[src/rtl/evtdg_pkg.sv]
package evtdg_pkg;

  localparam int CODE_W = 8;
  localparam int WORD_W = 16;

  // register kinds selected by the top two address bits
  localparam logic [1:0] KIND_CODE = 2'b00;
  localparam logic [1:0] KIND_CTRL = 2'b01;
  localparam logic [1:0] KIND_DLY  = 2'b10;

  typedef enum logic [1:0] {
    LEN_SHORT = 2'b00,
    LEN_MID   = 2'b01,
    LEN_LONG  = 2'b10,
    LEN_RSVD  = 2'b11
  } len_sel_e;

  // per-channel configuration field, LSB first: enable, timebase, length, chain
  typedef struct packed {
    logic     chain;
    len_sel_e len_sel;
    logic     slow_tb;
    logic     enable;
  } ch_cfg_t;

  localparam int CFG_W      = $bits(ch_cfg_t);
  localparam int CFG_EV_LSB = 0;
  localparam int CFG_OD_LSB = 8;

  typedef enum logic [1:0] {
    CH_IDLE  = 2'b00,
    CH_COUNT = 2'b01,
    CH_PULSE = 2'b10
  } ch_state_e;

endpackage

[src/rtl/evtdg_regs.sv]
module evtdg_regs
  import evtdg_pkg::*;
#(
  parameter int NUM_CH = 8,
  parameter int DLY_W  = 16
) (
  input  logic                            clk,
  input  logic                            rst_n,
  input  logic                            wr_en_i,
  input  logic [1+$clog2(NUM_CH):0]       wr_addr_i,
  input  logic [WORD_W-1:0]               wr_data_i,
  output logic [NUM_CH/2-1:0][CODE_W-1:0] code_o,
  output ch_cfg_t [NUM_CH-1:0]            cfg_o,
  output logic [NUM_CH-1:0][DLY_W-1:0]    dly_o
);

  localparam int NUM_PAIRS = NUM_CH / 2;
  localparam int IDX_W     = $clog2(NUM_CH);
  localparam int ADDR_W    = IDX_W + 2;

  logic [NUM_PAIRS-1:0][CODE_W-1:0] code_q, code_d;
  ch_cfg_t [NUM_CH-1:0]             cfg_q, cfg_d;
  logic [NUM_CH-1:0][DLY_W-1:0]     dly_q, dly_d;

  logic [1:0]       kind;
  logic [IDX_W-1:0] idx;
  logic             unused_wdata;

  assign kind         = wr_addr_i[ADDR_W-1 -: 2];
  assign idx          = wr_addr_i[IDX_W-1:0];
  assign unused_wdata = ^wr_data_i;

  always_comb begin
    code_d = code_q;
    cfg_d  = cfg_q;
    dly_d  = dly_q;
    if (wr_en_i) begin
      unique case (kind)
        KIND_CODE: begin
          for (int p = 0; p < NUM_PAIRS; p++) begin
            if (idx == IDX_W'(p)) code_d[p] = wr_data_i[CODE_W-1:0];
          end
        end
        KIND_CTRL: begin
          for (int p = 0; p < NUM_PAIRS; p++) begin
            if (idx == IDX_W'(p)) begin
              cfg_d[2*p]   = ch_cfg_t'(wr_data_i[CFG_EV_LSB +: CFG_W]);
              cfg_d[2*p+1] = ch_cfg_t'(wr_data_i[CFG_OD_LSB +: CFG_W]);
            end
          end
        end
        KIND_DLY: begin
          for (int c = 0; c < NUM_CH; c++) begin
            if (idx == IDX_W'(c)) dly_d[c] = wr_data_i[DLY_W-1:0];
          end
        end
        default: ;
      endcase
    end
  end

  always_ff @(posedge clk or negedge rst_n) begin
    if (!rst_n) begin
      code_q <= '0;
      cfg_q  <= '0;
      dly_q  <= '0;
    end else begin
      code_q <= code_d;
      cfg_q  <= cfg_d;
      dly_q  <= dly_d;
    end
  end

  assign code_o = code_q;
  assign cfg_o  = cfg_q;
  assign dly_o  = dly_q;

endmodule

[src/rtl/evtdg_channel.sv]
module evtdg_channel
  import evtdg_pkg::*;
#(
  parameter int DLY_W         = 16,
  parameter int LEN_SHORT_CYC = 1,
  parameter int LEN_MID_CYC   = 7,
  parameter int LEN_LONG_CYC  = 73
) (
  input  logic             clk,
  input  logic             rst_n,
  input  logic             us_tick_i,
  input  ch_cfg_t          cfg_i,
  input  logic [DLY_W-1:0] dly_i,
  input  logic             start_i,
  output logic             pulse_o,
  output logic             fire_o
);

  localparam int LEN_W = $clog2(LEN_LONG_CYC + 1);
  localparam int CNT_W = (DLY_W > LEN_W) ? DLY_W : LEN_W;

  ch_state_e        state_q, state_d;
  logic [CNT_W-1:0] cnt_q, cnt_d;
  logic [CNT_W-1:0] len_load;
  logic             step;
  logic             unused_chain;

  assign unused_chain = cfg_i.chain;
  assign step         = cfg_i.slow_tb ? us_tick_i : 1'b1;

  always_comb begin
    unique case (cfg_i.len_sel)
      LEN_MID:  len_load = CNT_W'(LEN_MID_CYC - 1);
      LEN_LONG: len_load = CNT_W'(LEN_LONG_CYC - 1);
      default:  len_load = CNT_W'(LEN_SHORT_CYC - 1);
    endcase
  end

  // one counter serves the delay phase and then the pulse-width phase
  always_comb begin
    state_d = state_q;
    cnt_d   = cnt_q;
    fire_o  = 1'b0;
    if (!cfg_i.enable) begin
      state_d = CH_IDLE;
    end else if (start_i) begin
      state_d = CH_COUNT;
      cnt_d   = CNT_W'(dly_i);
    end else begin
      unique case (state_q)
        CH_COUNT: begin
          if (step) begin
            if (cnt_q == '0) begin
              state_d = CH_PULSE;
              cnt_d   = len_load;
              fire_o  = 1'b1;
            end else begin
              cnt_d = cnt_q - 1'b1;
            end
          end
        end
        CH_PULSE: begin
          if (cnt_q == '0) state_d = CH_IDLE;
          else             cnt_d   = cnt_q - 1'b1;
        end
        default: ;
      endcase
    end
  end

  always_ff @(posedge clk or negedge rst_n) begin
    if (!rst_n) begin
      state_q <= CH_IDLE;
      cnt_q   <= '0;
    end else begin
      state_q <= state_d;
      cnt_q   <= cnt_d;
    end
  end

  assign pulse_o = (state_q == CH_PULSE);

  AST_START_REARMS: assert property (@(posedge clk) disable iff (!rst_n)
    (cfg_i.enable && start_i) |=> !pulse_o);

  AST_DISABLED_IDLE: assert property (@(posedge clk) disable iff (!rst_n)
    !cfg_i.enable |=> !pulse_o);

  AST_RISE_ON_STEP: assert property (@(posedge clk) disable iff (!rst_n)
    $rose(pulse_o) |-> $past(step && cfg_i.enable));

endmodule

[src/rtl/evtdg_gate.sv]
module evtdg_gate (
  input  logic clk,
  input  logic rst_n,
  input  logic set_i,
  input  logic clr_i,
  output logic gate_o
);

  logic gate_q, gate_d;

  always_comb begin
    gate_d = gate_q;
    if (clr_i)      gate_d = 1'b0;
    else if (set_i) gate_d = 1'b1;
  end

  always_ff @(posedge clk or negedge rst_n) begin
    if (!rst_n) gate_q <= 1'b0;
    else        gate_q <= gate_d;
  end

  assign gate_o = gate_q;

  AST_CLEAR_WINS: assert property (@(posedge clk) disable iff (!rst_n)
    clr_i |=> !gate_o);

  AST_SET_OPENS: assert property (@(posedge clk) disable iff (!rst_n)
    (set_i && !clr_i) |=> gate_o);

endmodule

[src/rtl/evt_delay_gate_unit.sv]
module evt_delay_gate_unit
  import evtdg_pkg::*;
#(
  parameter int NUM_GROUPS    = 2,
  parameter int DLY_W         = 16,
  parameter int LEN_SHORT_CYC = 1,
  parameter int LEN_MID_CYC   = 7,
  parameter int LEN_LONG_CYC  = 73
) (
  input  logic                                clk,
  input  logic                                rst_n,
  input  logic                                us_tick,
  input  logic                                evt_valid,
  input  logic [7:0]                          evt_code,
  input  logic                                wr_en,
  input  logic [1+$clog2(4*NUM_GROUPS):0]     wr_addr,
  input  logic [15:0]                         wr_data,
  output logic [4*NUM_GROUPS-1:0]             pulse_o,
  output logic [2*NUM_GROUPS-1:0]             gate_o
);

  localparam int NUM_CH    = 4 * NUM_GROUPS;
  localparam int NUM_PAIRS = NUM_CH / 2;
  localparam int NUM_GATES = 2 * NUM_GROUPS;

  logic [1:0] rst_sync_q;
  logic       rst_int_n;

  always_ff @(posedge clk or negedge rst_n) begin
    if (!rst_n) rst_sync_q <= 2'b00;
    else        rst_sync_q <= {rst_sync_q[0], 1'b1};
  end
  assign rst_int_n = rst_sync_q[1];

  logic [NUM_PAIRS-1:0][CODE_W-1:0] code;
  ch_cfg_t [NUM_CH-1:0]             cfg;
  logic [NUM_CH-1:0][DLY_W-1:0]     dly;
  logic [NUM_CH-1:0]                start;
  logic [NUM_CH-1:0]                fire;
  logic                             unused_fire;

  assign unused_fire = ^fire;

  evtdg_regs #(
    .NUM_CH (NUM_CH),
    .DLY_W  (DLY_W)
  ) regs_i (
    .clk       (clk),
    .rst_n     (rst_int_n),
    .wr_en_i   (wr_en),
    .wr_addr_i (wr_addr),
    .wr_data_i (wr_data),
    .code_o    (code),
    .cfg_o     (cfg),
    .dly_o     (dly)
  );

  for (genvar c = 0; c < NUM_CH; c++) begin : g_ch
    logic match;
    assign match = evt_valid && (evt_code == code[c/2]);

    if ((c % 4) >= 2) begin : g_chainable
      assign start[c] = cfg[c].chain ? fire[c-2] : match;
    end else begin : g_plain
      logic unused_chain;
      assign unused_chain = cfg[c].chain;
      assign start[c]     = match;
    end

    evtdg_channel #(
      .DLY_W         (DLY_W),
      .LEN_SHORT_CYC (LEN_SHORT_CYC),
      .LEN_MID_CYC   (LEN_MID_CYC),
      .LEN_LONG_CYC  (LEN_LONG_CYC)
    ) chan_i (
      .clk       (clk),
      .rst_n     (rst_int_n),
      .us_tick_i (us_tick),
      .cfg_i     (cfg[c]),
      .dly_i     (dly[c]),
      .start_i   (start[c]),
      .pulse_o   (pulse_o[c]),
      .fire_o    (fire[c])
    );
  end

  for (genvar g = 0; g < NUM_GATES; g++) begin : g_gate
    localparam int SET_CH = 4 * (g / 2) + (g % 2);
    localparam int CLR_CH = SET_CH + 2;

    evtdg_gate gate_i (
      .clk    (clk),
      .rst_n  (rst_int_n),
      .set_i  (pulse_o[SET_CH]),
      .clr_i  (pulse_o[CLR_CH]),
      .gate_o (gate_o[g])
    );
  end

endmodule

[config.mk]
export PLATFORM = sky130hd
export DESIGN_NAME = evt_delay_gate_unit
export DESIGN_NICKNAME = d
export VERILOG_FILES = /design/src/rtl/evtdg_pkg.sv /design/src/rtl/evtdg_regs.sv /design/src/rtl/evtdg_channel.sv /design/src/rtl/evtdg_gate.sv /design/src/rtl/evt_delay_gate_unit.sv
export SDC_FILE = /design/constraint.sdc
export NUM_CORES = 1
export LEC_CHECK = 0
export ABC_AREA = 1
export CORE_MARGIN = 1
export CORE_UTILIZATION = 35
export CTS_CLUSTER_DIAMETER = 30
export DETAILED_ROUTE_END_ITERATION = 7
export RECOVER_POWER = 25
export SLEW_MARGIN = 20
export SYNTH_ARGS = -nofsm -noshare
export SYNTH_HDL_FRONTEND = slang
export SYNTH_SLANG_ARGS = --single-unit
[constraint.sdc]
create_clock -name clk -period 16.2 [get_ports clk]
set_input_delay 1.62 -clock clk [delete_from_list [all_inputs] [get_ports clk]]
set_output_delay 1.62 -clock clk [all_outputs]
set_load 0.02 [all_outputs]
==> metrics.md <==
| Metric | Value |
|---|---|
| Status | `complete, but fails checks` |
| Failing checks | `capacitance limit, slew limit` |
| Tot Pwr | `0.00366 W` |
| DRC | `0` |
| Most frequent cell after synthesis | `nand2_1` |
| Clk Latency, worst-skew pair | `a little over 0.6 ns` |
| Iteration-0 DRC Markers | `1333` |
| Hold Buf Count CTS | `0` |
| Die area | `57400 µm²` |
| Cell Chain, Critical Path | `clkbuf_1 -> clkbuf_1` |
| Hold WS | `roughly 0.35 ns` |
| Logic pwr share | `17.7%` |
| Initial core utilization | `roughly 36%` |
| FFs w/ async S/R, synth | `100%` |
| Final wirelength | `~58000 µm` |
| Setup total negative slack | `0 ns` |
| Sequential fraction of the synthesis area | `43.9%` |
| Worst Path Arrival | `between 7 and 8 ns` |
| Fin crit share | `45.3%` |
| Synth top area cells | `dfrtp_1 (44%), nand2_1 (19%), o21ai_0 (7.0%)` |
| Setup ws final | `between 8 and 9 ns` |
| ANT cells | `0` |
| Worst-Margin Slew | `4.14 ns` |
| H-tree levels | `3` |
| CORE AREA | `55400 µm²` |
| CTS tree | `yes` |
| Seq pwr share | `31.5%` |
| Final Hold Fails | `0` |
| WL per Instance | `~16 µm` |
| Max stage delay on crit path | `around 3.0 ns` |
| Die span in x | `240 µm` |
| CTS Buffer Depth | `3` |
| Clock root buffer | `clkbuf_16` |
| Fmax | `136 MHz` |
| Int Power | `0.00255 W` |
| EDFF count, synth | `0` |
| Top FF cell, synth | `dfrtp_1` |
| Vias in the first global route | `17167` |
| Die extent in y | `240 µm` |
| Cell type with the largest total area after synthesis | `dfrtp_1` |
| Share of Yosys cell area claimed by the top area cell type | `43.9%` |
| Worst vdd ir | `0.0802 mV` |
| Critical Path End Type | `async pin` |
| Initial antenna violation count | `4` |
| Synth Instances | `2707` |
| Num rows | `86` |
| Clk pwr share | `50.8%` |
| Crit-path max FO | `77` |
| RSZ-0062 raised after global routing | `false` |
| Routability congestion estimate | `0.917` |
| Setup Skew | `about 0.025 ns` |
| Max-Cap Viols | `3` |
| Pwr Density | `154 nW/µm²` |
| Critical Path Start Type | `flip-flop` |
| Slew headroom | `-176%` |
| Crit Path Class | `reg2async` |
| CTS buffer count | `89` |
| Post-route ant nets | `0` |
| Slowest CP cell | `clkbuf_1` |
| Gr ovfl total | `0` |
| # nets final | `roughly 2800` |
| Via density | `4.97` |
| Largest net degree at the start of global routing | `80` |
| NetSw | `0.00111 W` |
| CP required | `15.94 ns` |
| Io pins | `46` |
| Postcts setup bufs | `0` |
| Worst-path clk slew | `0.04 ns` |
| First-pass GRT wire length | `93000 µm` |
| Cell mode on critical path | `clkbuf_1` |
| YS warnings | `0` |
| Avg Inst Size Synth | `approximately 7.3 µm²` |
| DPL Wire Length | `38600 µm` |
| Synth Net Count | `~2800` |
| Sw frac | `around 30%` |
| Tmin final | `7.34 ns` |
| Place WS | `11.30 ns` |
| Pre-Repair DR Iteration Count | `5` |
| FF+latch count, synth | `346` |
| Min-Delay Path Class | `reg2reg` |
| Synth unique cells | `51` |
| Synth top cells by count | `nand2_1 (988), dfrtp_1 (346), o21ai_0 (278)` |
| Layout Cells excl Fill | `3579` |
| Leak Pwr | `11.9 nW` |
| Synth Cell Area | `between 15000 and 20000 µm²` |
| Final slew viol count | `188` |
| Fill count | `5526` |
| Vias | `17773` |
| Clock sink total | `approximately 350` |
| Port bufs | `45` |
| Gr usage total | `20.6%` |
| Final setup viols | `0` |
| Area grow syn2layout | `20.8%` |
| PostCTS Resize Cnt | `0` |
| Post-placement cell count | `3407` |
| Proportion of layout cells with a drive suffix above 1 | `8.58%` |
-- power by group through the flow --
stage	Sequential [W]	Clock, W	Combinational (W)
detailed placement	0.00116	0	0.000639
floorplan	0.00113	0	0.000503
global route	0.00117	0.00194	0.000753
CTS	0.00115	0.00189	0.000646
finish	0.00115	0.00186	0.000650
global placement	0.00116	0	0.000629
-- per-stage QoR --
stage / utilization (%) / area (µm²)
after detailed placement: 37.3 / 20600
final: 43.1 / 23900
after global routing: 43.1 / 23900
after CTS: 43.0 / 23800
after global placement: 37.3 / 20600
after floorplan: - / 19700
-- worst paths after layout --
check,end,start,cells after the start,slack (ns)
worst max register to register,g_ch[5].chan_i.cnt_q[10],rst_sync_q[1],2,8.86
worst min register to register,rst_sync_q[1],rst_sync_q[0],0,0.35
worst max-delay path,g_ch[5].chan_i.cnt_q[10],rst_sync_q[1],2,8.86
max in group clk,g_ch[4].chan_i.cnt_q[3],evt_valid,11,11.81
worst min-delay path,rst_sync_q[1],rst_sync_q[0],0,0.35
min in group asynchronous,regs_i.dly_o[106],rst_sync_q[1],0,0.57
-- layer usage --
metal	vias up	track usage, %	routed length, µm
met4	2	7.77	1740
met3	128	4.61	3410
met5	-	0	10
met1	8409	27.6	26700
li1	8749	-	-
met2	485	32.4	25800
-- state kept, by name, indices dropped and copies added (netlist names) --
register / cells
regs_i.dly_o: 128
g_gate.gate_i.gate_o: 4
g_ch.chan_i.cnt_q: 128
regs_i.code_o: 32
regs_i.cfg_o: 36
g_ch.chan_i.state_q: 16
rst_sync_q: 2
-- worst max-delay path: cells and delay by family (launching register included) --
family,cells,cell delay (ns)
buffers and inverters,2,5.13
DFF,1,1.27
-- cell families after synthesis --
| family | count (synthesis) | synth area share (%) |
|---|---|---|
| AO/OA/AOI/OAI | 352 | 9.24 |
| XOR/XNOR | 108 | 4.79 |
| adder cells (fa/ha/maj) | 32 | 2.03 |
| buffers and inverters | 330 | 7.14 |
| flip-flops | 346 | 43.9 |
| other | 1 | 0.0190 |
| AND/OR/NAND/NOR | 1538 | 32.9 |
-- cells in the final DEF, fill, tap and decap left out, drive strengths merged, types with 5 or more instances in the layout --
cell type      count
nand3b             7
buf                7
clkinvlp          15
bufinv            13
or2                5
ha                32
o211ai             9
nand3            144
clkdlybuf4s50     44
clkbuf           113
nand4             57
xnor2             36
inv              235
nor2             272
a31oi             10
dfrtp            346
o21ai            286
xor2              72
a21oi             38
nor3              33
clkinv            26
nand2           1012
-- area by class of cell --
cell class | count | area [µm²] | share of cell area [%]
Clock inverter | 58 | 728 | 3.05
Clock buffer | 110 | 2460 | 10.3
Sequential cell | 346 | 8660 | 36.3
Timing Repair Buffer | 55 | 526 | 2.20
Tap cell | 748 | 936 | 3.92
Inverter | 231 | 873 | 3.66
Multi-Input combinational cell | 2031 | 9680 | 40.6
Power figures use the tool's default switching activity.
